File: src/rtl/vertex_attr_loader_pkg.sv
package vertex_attr_loader_pkg;

  localparam logic [31:0] ONE_F32 = 32'h3F80_0000;

  typedef enum logic [2:0] {
    ST_IDLE, ST_NEXT, ST_CODE, ST_RD, ST_CAP, ST_EMIT, ST_DONE
  } vaState_t;

  typedef struct packed {
    logic bufLoad;
    logic padApply;
    logic attrClear;
    logic byteCapture;
    logic compStore;
    logic emitMem;
    logic emitFix;
  } vaCtrl_t;

endpackage

File: src/rtl/vertex_attr_loader_ctrl.sv
module vertex_attr_loader_ctrl
  import vertex_attr_loader_pkg::*;
#(
  parameter int NUM_ATTR = 8,
  parameter int NUM_BUF  = 4,
  parameter int SLOT_W   = $clog2(NUM_ATTR + 1),
  parameter int BUF_W    = $clog2(NUM_BUF + 1)
) (
  input  logic                  clk,
  input  logic                  rstN,
  input  logic                  start,
  input  logic [SLOT_W-1:0]     attrTotal,
  input  logic [NUM_ATTR-1:0]   fixedMask,
  input  logic [NUM_BUF*4-1:0]  bufCompCnt,
  input  logic [NUM_BUF*64-1:0] bufCodes,
  input  logic [63:0]           fmtWord,
  output vaCtrl_t               ctl,
  output logic [BUF_W-1:0]      bufSel,
  output logic [SLOT_W-1:0]     attrSel,
  output logic [1:0]            elemType,
  output logic [1:0]            byteSel,
  output logic [1:0]            compSel,
  output logic [3:0]            padCode,
  output logic                  memRd,
  output logic                  busy,
  output logic                  done
);

  vaState_t state, stateN;
  logic [SLOT_W-1:0] attrIdx, attrLimit;
  logic [BUF_W-1:0]  bufIdx;
  logic [4:0]        codeIdx;
  logic [1:0]        compIdx, byteIdx, typeQ, cntM1Q, sizeM1;
  logic [63:0]       curCodes;
  logic [3:0]        curCnt, curCode, curFmt;
  logic              fixedHit;

  always_comb begin
    curCodes = '0;
    curCnt   = '0;
    for (int b = 0; b < NUM_BUF; b++) begin
      if (bufIdx == BUF_W'(b)) begin
        curCodes = bufCodes[b*64 +: 64];
        curCnt   = bufCompCnt[b*4 +: 4];
      end
    end
    fixedHit = 1'b0;
    for (int a = 0; a < NUM_ATTR; a++) begin
      if (attrIdx == SLOT_W'(a)) fixedHit = fixedMask[a];
    end
  end

  assign curCode   = curCodes[{codeIdx[3:0], 2'b00} +: 4];
  assign curFmt    = fmtWord[{curCode, 2'b00} +: 4];
  assign attrLimit = (attrTotal > SLOT_W'(NUM_ATTR)) ? SLOT_W'(NUM_ATTR) : attrTotal;

  always_comb begin
    case (typeQ)
      2'd2:    sizeM1 = 2'd1;
      2'd3:    sizeM1 = 2'd3;
      default: sizeM1 = 2'd0;
    endcase
  end

  always_comb begin
    stateN = state;
    ctl    = '0;
    memRd  = 1'b0;
    done   = 1'b0;
    unique case (state)
      ST_IDLE: if (start) stateN = ST_NEXT;
      ST_NEXT: begin
        if (attrIdx >= attrLimit)              stateN = ST_DONE;
        else if (fixedHit)                     ctl.emitFix = 1'b1;
        else if (bufIdx >= BUF_W'(NUM_BUF))    stateN = ST_DONE;
        else begin
          ctl.bufLoad = 1'b1;
          stateN      = ST_CODE;
        end
      end
      ST_CODE: begin
        if (attrIdx >= attrLimit)              stateN = ST_DONE;
        else if (codeIdx >= {1'b0, curCnt})    stateN = ST_NEXT;
        else if (curCode >= 4'd12)             ctl.padApply = 1'b1;
        else begin
          ctl.attrClear = 1'b1;
          stateN        = ST_RD;
        end
      end
      ST_RD: begin
        memRd  = 1'b1;
        stateN = ST_CAP;
      end
      ST_CAP: begin
        ctl.byteCapture = 1'b1;
        if (byteIdx == sizeM1) begin
          ctl.compStore = 1'b1;
          stateN = (compIdx == cntM1Q) ? ST_EMIT : ST_RD;
        end else begin
          stateN = ST_RD;
        end
      end
      ST_EMIT: begin
        ctl.emitMem = 1'b1;
        stateN      = ST_CODE;
      end
      ST_DONE: begin
        done   = 1'b1;
        stateN = ST_IDLE;
      end
      default: stateN = ST_IDLE;
    endcase
  end

  always_ff @(posedge clk or negedge rstN) begin
    if (!rstN) begin
      state   <= ST_IDLE;
      attrIdx <= '0;
      bufIdx  <= '0;
      codeIdx <= '0;
      compIdx <= '0;
      byteIdx <= '0;
      typeQ   <= '0;
      cntM1Q  <= '0;
    end else begin
      state <= stateN;
      case (state)
        ST_IDLE: if (start) begin
          attrIdx <= '0;
          bufIdx  <= '0;
        end
        ST_NEXT: begin
          if (ctl.emitFix)      attrIdx <= attrIdx + 1'b1;
          else if (ctl.bufLoad) codeIdx <= '0;
        end
        ST_CODE: begin
          if (stateN == ST_NEXT)  bufIdx  <= bufIdx + 1'b1;
          else if (ctl.padApply)  codeIdx <= codeIdx + 1'b1;
          else if (ctl.attrClear) begin
            typeQ   <= curFmt[1:0];
            cntM1Q  <= curFmt[3:2];
            compIdx <= '0;
            byteIdx <= '0;
          end
        end
        ST_CAP: begin
          if (ctl.compStore) begin
            byteIdx <= '0;
            compIdx <= compIdx + 1'b1;
          end else begin
            byteIdx <= byteIdx + 1'b1;
          end
        end
        ST_EMIT: begin
          attrIdx <= attrIdx + 1'b1;
          codeIdx <= codeIdx + 1'b1;
        end
        default: ;
      endcase
    end
  end

  assign bufSel   = bufIdx;
  assign attrSel  = attrIdx;
  assign elemType = typeQ;
  assign byteSel  = byteIdx;
  assign compSel  = compIdx;
  assign padCode  = curCode;
  assign busy     = (state != ST_IDLE);

endmodule

File: src/rtl/vertex_attr_loader_dp.sv
module vertex_attr_loader_dp
  import vertex_attr_loader_pkg::*;
#(
  parameter int NUM_ATTR = 8,
  parameter int NUM_BUF  = 4,
  parameter int IDX_W    = 16,
  parameter int STRIDE_W = 8,
  parameter int SLOT_W   = $clog2(NUM_ATTR + 1),
  parameter int BUF_W    = $clog2(NUM_BUF + 1)
) (
  input  logic                        clk,
  input  logic                        rstN,
  input  vaCtrl_t                     ctl,
  input  logic [BUF_W-1:0]            bufSel,
  input  logic [SLOT_W-1:0]           attrSel,
  input  logic [1:0]                  elemType,
  input  logic [1:0]                  byteSel,
  input  logic [1:0]                  compSel,
  input  logic [3:0]                  padCode,
  input  logic [31:0]                 vertexBase,
  input  logic [IDX_W-1:0]            vertexIndex,
  input  logic [NUM_BUF*32-1:0]       bufOffset,
  input  logic [NUM_BUF*STRIDE_W-1:0] bufStride,
  input  logic [NUM_ATTR*128-1:0]     fixedVals,
  input  logic [NUM_ATTR*4-1:0]       permWord,
  input  logic [7:0]                  memData,
  output logic [31:0]                 memAddr,
  output logic                        outValid,
  output logic [SLOT_W-1:0]           outSlot,
  output logic [3:0]                  outReg,
  output logic [127:0]                outData,
  output logic [3:0]                  outIsFloat
);

  logic [31:0]         addr, selOff, elem, elemNext, extVal, padAdd;
  logic [STRIDE_W-1:0] selStride;
  logic [127:0]        selFixed;
  logic [3:0]          selPerm;
  logic [3:0][31:0]    compVal;
  logic [3:0]          compTag;

  always_comb begin
    selOff    = '0;
    selStride = '0;
    for (int b = 0; b < NUM_BUF; b++) begin
      if (bufSel == BUF_W'(b)) begin
        selOff    = bufOffset[b*32 +: 32];
        selStride = bufStride[b*STRIDE_W +: STRIDE_W];
      end
    end
    selFixed = '0;
    selPerm  = '0;
    for (int a = 0; a < NUM_ATTR; a++) begin
      if (attrSel == SLOT_W'(a)) begin
        selFixed = fixedVals[a*128 +: 128];
        selPerm  = permWord[a*4 +: 4];
      end
    end
    elemNext = elem;
    elemNext[{byteSel, 3'b000} +: 8] = memData;
    case (elemType)
      2'd0:    extVal = {{24{elemNext[7]}}, elemNext[7:0]};
      2'd1:    extVal = {24'd0, elemNext[7:0]};
      2'd2:    extVal = {{16{elemNext[15]}}, elemNext[15:0]};
      default: extVal = elemNext;
    endcase
  end

  assign padAdd  = {26'd0, padCode - 4'd11, 2'b00};
  assign memAddr = addr;

  always_ff @(posedge clk or negedge rstN) begin
    if (!rstN) begin
      addr       <= '0;
      elem       <= '0;
      compVal    <= '0;
      compTag    <= '0;
      outValid   <= 1'b0;
      outSlot    <= '0;
      outReg     <= '0;
      outData    <= '0;
      outIsFloat <= '0;
    end else begin
      if (ctl.bufLoad)
        addr <= vertexBase + selOff + 32'(vertexIndex) * 32'(selStride);
      else if (ctl.padApply)
        addr <= ((addr + 32'd3) & ~32'd3) + padAdd;
      else if (ctl.byteCapture)
        addr <= addr + 32'd1;

      if (ctl.byteCapture) elem <= elemNext;

      if (ctl.attrClear) begin
        compVal <= {ONE_F32, 32'd0, 32'd0, 32'd0};
        compTag <= 4'hF;
      end else if (ctl.compStore) begin
        compVal[compSel] <= extVal;
        compTag[compSel] <= (elemType == 2'd3);
      end

      outValid <= ctl.emitMem | ctl.emitFix;
      if (ctl.emitMem) begin
        outData    <= compVal;
        outIsFloat <= compTag;
        outSlot    <= attrSel;
        outReg     <= selPerm;
      end else if (ctl.emitFix) begin
        outData    <= selFixed;
        outIsFloat <= 4'hF;
        outSlot    <= attrSel;
        outReg     <= selPerm;
      end
    end
  end

endmodule

File: src/rtl/vertex_attr_loader.sv
module vertex_attr_loader
  import vertex_attr_loader_pkg::*;
#(
  parameter int NUM_ATTR = 8,
  parameter int NUM_BUF  = 4,
  parameter int IDX_W    = 16,
  parameter int STRIDE_W = 8,
  parameter int SLOT_W   = $clog2(NUM_ATTR + 1)
) (
  input  logic                        clk,
  input  logic                        rstN,
  input  logic                        start,
  input  logic [IDX_W-1:0]            vertexIndex,
  input  logic [31:0]                 vertexBase,
  input  logic [SLOT_W-1:0]           attrTotal,
  input  logic [NUM_ATTR-1:0]         fixedMask,
  input  logic [NUM_ATTR*128-1:0]     fixedVals,
  input  logic [NUM_BUF*32-1:0]       bufOffset,
  input  logic [NUM_BUF*STRIDE_W-1:0] bufStride,
  input  logic [NUM_BUF*4-1:0]        bufCompCnt,
  input  logic [NUM_BUF*64-1:0]       bufCodes,
  input  logic [63:0]                 fmtWord,
  input  logic [NUM_ATTR*4-1:0]       permWord,
  output logic                        memRd,
  output logic [31:0]                 memAddr,
  input  logic [7:0]                  memData,
  output logic                        busy,
  output logic                        done,
  output logic                        outValid,
  output logic [SLOT_W-1:0]           outSlot,
  output logic [3:0]                  outReg,
  output logic [127:0]                outData,
  output logic [3:0]                  outIsFloat
);

  localparam int BUF_W = $clog2(NUM_BUF + 1);

  vaCtrl_t           ctl;
  logic [BUF_W-1:0]  bufSel;
  logic [SLOT_W-1:0] attrSel;
  logic [1:0]        elemType, byteSel, compSel;
  logic [3:0]        padCode;

  vertex_attr_loader_ctrl #(
    .NUM_ATTR(NUM_ATTR), .NUM_BUF(NUM_BUF), .SLOT_W(SLOT_W), .BUF_W(BUF_W)
  ) u_ctrl (
    .clk(clk), .rstN(rstN), .start(start), .attrTotal(attrTotal),
    .fixedMask(fixedMask), .bufCompCnt(bufCompCnt), .bufCodes(bufCodes),
    .fmtWord(fmtWord), .ctl(ctl), .bufSel(bufSel), .attrSel(attrSel),
    .elemType(elemType), .byteSel(byteSel), .compSel(compSel),
    .padCode(padCode), .memRd(memRd), .busy(busy), .done(done)
  );

  vertex_attr_loader_dp #(
    .NUM_ATTR(NUM_ATTR), .NUM_BUF(NUM_BUF), .IDX_W(IDX_W),
    .STRIDE_W(STRIDE_W), .SLOT_W(SLOT_W), .BUF_W(BUF_W)
  ) u_dp (
    .clk(clk), .rstN(rstN), .ctl(ctl), .bufSel(bufSel), .attrSel(attrSel),
    .elemType(elemType), .byteSel(byteSel), .compSel(compSel),
    .padCode(padCode), .vertexBase(vertexBase), .vertexIndex(vertexIndex),
    .bufOffset(bufOffset), .bufStride(bufStride), .fixedVals(fixedVals),
    .permWord(permWord), .memData(memData), .memAddr(memAddr),
    .outValid(outValid), .outSlot(outSlot), .outReg(outReg),
    .outData(outData), .outIsFloat(outIsFloat)
  );

endmodule

File: config.mk
export PLATFORM = sky130hd
export DESIGN_NAME = vertex_attr_loader
export DESIGN_NICKNAME = d
export VERILOG_FILES = /design/src/rtl/vertex_attr_loader_pkg.sv /design/src/rtl/vertex_attr_loader_ctrl.sv /design/src/rtl/vertex_attr_loader_dp.sv /design/src/rtl/vertex_attr_loader.sv
export SDC_FILE = /design/constraint.sdc
export NUM_CORES = 2
export LEC_CHECK = 0
export BUFFER_PORTS_ARGS = -buffer_cell sky130_fd_sc_hd__buf_2
export CORE_AREA = 2 2 699 701
export DETAILED_ROUTE_END_ITERATION = 8
export DIE_AREA = 0 0 701 703
export GPL_TIMING_DRIVEN = 0
export PLACE_DENSITY_LB_ADDON = 0.25
export SYNTH_ARGS = -nofsm -noshare
export SYNTH_HDL_FRONTEND = slang
export SYNTH_SLANG_ARGS = --single-unit
export TNS_END_PERCENT = 20
File: constraint.sdc
create_clock -name clk -period 7.2 [get_ports clk]
set_input_delay 1.44 -clock clk [delete_from_list [all_inputs] [get_ports clk]]
set_output_delay 1.44 -clock clk [all_outputs]
set_load 0.005 [all_outputs]
== Word level (Yosys, flattened, before mapping) ==
Cells that the tools add are included.
Widths: inputs -> output; s select.

* Order comparisons: 7
* Multipliers: 1
* Bitwise operators: 3
* Add/sub/neg operators: 12
* Reductions and logical operators: 19
* Equal/unequal tests: 32
* Mux-type cells: 110
* Shift operators: 4

{| class="wikitable"
|+ Operators by type and width
! operator !! count
|-
| $mux 128 || 12
|-
| $mux 32 || 8
|-
| $mux 64 || 4
|-
| $bwmux 128 || 1
|-
| $shiftx 64x7->4 || 2
|-
| $pmux 32 s3 || 1
|-
| $mux 4 || 23
|-
| $demux 32 s2 || 1
|-
| $mux 3 || 11
|-
| $add 32x1->32 const B || 1
|-
| $add 32x2->32 const B || 1
|-
| $add 32x24->32 || 1
|-
| $add 32x32->32 || 1
|-
| $add 32x6->32 || 1
|-
| $bwmux 32 || 1
|-
| $mux 8 || 4
|-
| $shift 8x7->32 const A || 1
|-
| $shiftx 8x7->32 || 1
|-
| $mul 16x8->24 || 1
|-
| $mux 1 || 22
|-
| $mux 5 || 4
|-
| $mux 2 || 9
|-
| $pmux 3 s6 || 1
|-
| $eq 4x3->1 const B || 4
|-
| other kinds (40) || 72
|}

* Bits in registers: 360
* Word-level logic and storage cells: 208
* Input bits: 1623

== Longest topological paths before layout ==
* Word-level depth: 15
* Depth in mapped cells: 32
* Mapped depth without buffers: 27

== Hierarchy ==
Synthesis repeated with hierarchy kept, for this count alone.

* Cell total of the unflattened synthesis: 4097
* Area, all modules: 33843.7 um^2

{| class="wikitable"
|+ By module, submodules not included
! module !! cells each !! times used !! area each (um^2) !! sequential area each (um^2)
|-
| vertex_attr_loader_dp || 3360 || 1 || 28588.7 || 8433.1
|-
| vertex_attr_loader_ctrl || 737 || 1 || 5255.0 || 575.6
|}

== Worst setup path after synthesis ==
OpenSTA, ideal clock, no wires.

* Path type: reg-to-reg
* From: register u_ctrl.bufIdx[2], in the netlist u_ctrl.bufSel[2]
* To: register u_dp.addr[30], in the netlist u_dp.memAddr[30]
* Arrival time: 7.399 ns
* Cell stages (with the launch flop): 33
* Setup time: 0.133 ns
* Path slack: -0.332 ns
* Required time: 7.067 ns
* Buffers on the path: 7
* Period minus slack after synthesis: 7.532 ns
* Path through: dfrtp_1 > clkbuf_1 > inv_1 > ha_1 > buf_6 > clkbuf_1 > clkbuf_1 > clkbuf_1 > clkbuf_1 > nand2_1 > o21ai_1 > clkbuf_1 > nand2_1 > fa_1 > inv_1 > fa_1 > inv_1 > fa_1 > inv_1 > fa_1 > inv_1 > fa_1 > inv_1 > ha_1 > o21a_1 > o21ai_0 > o31a_1 > o22ai_1 > a211o_1 > a211oi_1 > a21oi_1 > xnor2_1 > mux2i_1

* Cells in the longest elaborated chain, start to end: 13
* Elaborated cells between the ends (all ways): 40

{| class="wikitable"
|+ Ends and longest elaborated chain
! element !! RTL line !! source
|-
| start, declared || vertex_attr_loader_ctrl.sv:31 || <nowiki>logic [BUF_W-1:0] bufIdx;</nowiki>
|-
| start signal, assigned || vertex_attr_loader_ctrl.sv:137 || <nowiki>if (stateN == ST_NEXT) bufIdx <= bufIdx + 1'b1;</nowiki>
|-
| branches (longest 13 deep; another with $add 32x24->32) || n/a ||
|-
| end signal, assigned || vertex_attr_loader_dp.sv:85 || <nowiki>addr <= vertexBase + selOff + 32'(vertexIndex) * 32'(selStride);</nowiki>
|-
| end signal, assigned || vertex_attr_loader_dp.sv:87 || <nowiki>addr <= ((addr + 32'd3) & ~32'd3) + padAdd;</nowiki>
|-
| end signal, assigned || vertex_attr_loader_dp.sv:89 || <nowiki>addr <= addr + 32'd1;</nowiki>
|-
| end, declared || vertex_attr_loader_dp.sv:35 || <nowiki>logic [31:0] addr, selOff, elem, elemNext, extVal, padAdd;</nowiki>
|}

Several ways; the timed one is not identified.
A chain may end at the register's enable or synchronous reset.

== Worst setup path after layout ==
* From: register u_ctrl.bufIdx[0], in the netlist u_ctrl.bufSel[0]
* To: register u_dp.addr[25], in the netlist u_dp.memAddr[25]

The elaborated chain is that of the path after synthesis.

==> summary.md <==
| Metric | Value |
|---|---|
| Gr ovfl total | `0` |
| ANT nets after route | `0` |
| Critical-path maximum fanout | `5` |
| Row count | `approximately 260` |
| Core area | `between 400000 and 500000 sq um` |
| Final Cycle Share | `1.034` |
| Main combinational cell family by area after synthesis | `compound AO/OA/AOI/OAI gates` |
| Clock Latency Late Sink | `just over 0.7 ns` |
| Via count | `~48000` |
| Iter 0 DRT Violations | `4142` |
| HPWL Detailed | `between 300 and 400 mm` |
| # IOs | `1799` |
| GRT Util Overall | `0.1726` |
| Die Span X | `around 700 microns` |
| WL final | `445.7 mm` |
| Yosys reg bits | `360` |
| Placer Congestion | `just over 0.9` |
| Crit path launch type | `flip-flop` |
| Failing checks | `max-capacitance violations, negative setup slack` |
| Wire length per cell | `between 30 and 40 microns` |
| FMAX | `between 100 and 150 MHz` |
| Slew headroom | `0.009564` |
| Worst path top cell family by delay | `adder cells` |
| CTS Root Cell | `clkbuf_16` |
| CTS H-tree lvls | `2` |
| Remaining DRCs | `0` |
| Synth Area in Compound Gates | `0.3094` |
| RSZ-0062 raised after global routing | `true` |
| Largest area contributor in the netlist | `dfrtp_1` |
| Synth top area share | `0.2548` |
| Synth Area in Adders | `0.1083` |
| Avg Cell Area, Syn | `around 8.0 sq um` |
| Worst EP required | `between 7 and 8 ns` |
| Count of cell types in the netlist | `between 90 and 100` |
| Buffer and inverter count on the worst path | `10` |
| Initial antenna violation count | `around 250` |
| Worst path most repeated cell | `clkbuf_16` |
| Worst slew pin tran | `1.474 ns` |
| EDFF count, synth | `0` |
| Post-synthesis async set-or-reset flop share | `1.000` |
| Commonest non-fill, non-tap cells in the layout | `buf_2 (1813), nor2_1 (603), dfrtp_1 (358)` |
| Die area | `between 400000 and 500000 sq um` |
| Crit path time final | `7.448 ns` |
| Mapped Nets | `6290` |
| Layout cells sized above 1 | `0.3613` |
| Mapped cell area | `approximately 35000 sq um` |
| Largest net degree at the start of global routing | `between 100 and 150` |
| Setup WS post-layout | `-0.2477 ns` |
| Slowest CP cell | `fa_1` |
| Sequential area share after synthesis | `0.2548` |
| Commonest non-fill, non-tap cell in the layout | `buf_2` |
| Status | `complete, but fails checks` |
| Final setup TNS | `-1.043 ns` |
| Final setup viols | `8` |
| Synthesized instance count | `4439` |
| Clk_skew | `~0.027 ns` |
| Worst min path class | `flip-flop to flip-flop` |
| Crit path largest cell delay | `~0.53 ns` |
| Clk slew on worst S/H paths | `roughly 0.07 ns` |
| Total Nets Final | `around 8300` |
| WP data arrival | `roughly 8 ns` |
| Top cells by area, synth | `dfrtp_1 (25%), fa_1 (7.4%), nor2_1 (6.6%)` |
| Worst setup EP type | `flip-flop` |
| Die Ht | `about 700 microns` |
| Syn. warnings | `0` |
| WS Path Type | `flip-flop to flip-flop` |
| CTS Hold Bufs | `0` |
| Layout Area Growth over Synthesis | `64.14%` |
| Synth Area in XOR/XNOR | `0.02007` |
| Simple-gate share of the synthesized area | `0.1985` |
| Initial Utilization | `0.07290` |
| Final core utilization | `0.1197` |
| Clk buf depth | `3` |
| First-pass GRT wire length | `546.8 mm` |
| Vias/cell | `3.651` |
| Slew Limit Fails | `0` |
| CTS sink cnt | `between 300 and 400` |
| Port Buffer Count | `approximately 1800` |
| TritonCTS clock tree | `yes` |
| Pre-antenna DRT Iters | `7` |
| Mux cell area share after synthesis | `0.03812` |
| Vias in the first global route | `about 48000` |
| Max Cap Viol | `1` |
| Fin. Hold Viols | `0` |
| Cts bufs inserted | `52` |
| Ys flop type | `dfrtp_1` |
-- layout make-up --
class,count,area [sq um]
clock inverters,25,339.1
flip-flops and latches,360,9011
clock buffers,72,1496
plain buffers,412,2140
multi-input cells,3437,24740
diodes,173,432.9
well taps,6450,8070
inverters,226,855.8
repair buffers,1925,10940
fillers,56730,426900
-- stage by stage --
stage,hold WS [ns],area [sq um],cells,setup slack [ns]
after CTS,0.4787,57470,12900,-0.2807
after detailed placement,0.4657,54110,12750,-3.761
final,0.4704,58030,13080,-0.2477
after global placement,0.4545,52350,12670,-5.150
after global routing,0.4990,57910,13030,-0.5279
after floorplan,0.4422,35360,4439,0.001722
-- state kept, by name, summed over array words and instances (netlist names) --
| name | flops |
|---|---|
| u_dp.outIsFloat | 4 |
| u_ctrl.compSel | 2 |
| u_dp.outValid | 1 |
| u_dp.outData | 128 |
| u_dp.compTag | 4 |
| u_ctrl.cntM1Q | 2 |
| u_dp.compVal | 128 |
| u_dp.outSlot | 4 |
| u_ctrl.codeIdx | 5 |
| u_ctrl.elemType | 2 |
| u_dp.elem | 32 |
| u_ctrl.state | 3 |
| u_ctrl.byteSel | 2 |
| u_ctrl.attrSel | 4 |
| u_ctrl.bufSel | 3 |
| u_dp.memAddr | 32 |
| u_dp.outReg | 4 |
-- worst reg2reg max path: cells and delay by family (launching register included) --
family          cells  cell delay, ns
xor+xnor            1            0.30
fa+ha+maj           7            2.87
mux                 1            0.12
compound gates      9            1.85
simple gates        3            0.44
buf+inv            10            1.27
flops               1            0.49
-- cells by family (layout without fill, tap and decap cells) --
family	Yosys count	count (layout)
AOI/OAI and AO/OA	1509	1509
xor gates and xnor gates	81	81
adders and majority gates	228	228
buffers and inverters	642	2660
DFF	360	360
muxes	115	115
other	0	173
and+or+nand+nor	1504	1504
-- synthesized netlist by cell type, drive strengths merged, types with 7 or more instances --
cell and count:
a311oi 8, o211ai 79, xnor2 49, o31ai 10
a221o 143, a2111oi 8, fa 130, ha 98
inv 223, o22ai 44, xor2 32, a32oi 11
o21a 7, mux4 15, a31oi 12, a211o 26
a21oi 346, nand3 98, nor3 170, buf 78
and3 12, nor2b 131, nand4 26, a22oi 41
a211oi 229, or4 8, nand2b 43, or3 16
clkbuf 338, dfrtp 360, nand3b 41, and2 28
a221oi 261, o21ai 160, nor2 619, a21o 27
mux2i 96, a22o 27, nor4 12, nand2 270
-- routing by layer --
metal / vias up / share of wire / track usage
met5: - / 0.0017 / 0
li1: 20690 / - / -
met2: 2351 / 0.52 / 0.3235
met3: 644 / 0.059 / 0.03392
met1: 23970 / 0.36 / 0.1852
met4: 108 / 0.056 / 0.07970
-- worst paths after layout --
kind	depth (start not counted)	slack, ns	from	to
worst max-delay path	31	-0.25	u_ctrl.bufSel[0]	u_dp.memAddr[25]
worst min-delay path	1	0.47	u_dp.outReg[1]	u_dp.outReg[1]
worst max register to register	31	-0.25	u_ctrl.bufSel[0]	u_dp.memAddr[25]
worst min register to register	1	0.47	u_dp.outReg[1]	u_dp.outReg[1]
max in group asynchronous	4	4.75	rstN	u_dp.compVal[28]
min in group asynchronous	1	0.58	rstN	u_dp.memAddr[3]
-- what timing repair did --
item,in CTS,in global routing
resized for setup,222,18
endpoints found under the setup margin,181,20
cloned,3,0
pin swaps,48,26
buffers inserted,51,7
Power is left out: the tool's default activity adds up to more than one toggle a clock period on the data nets, which glitch-free logic cannot reach.
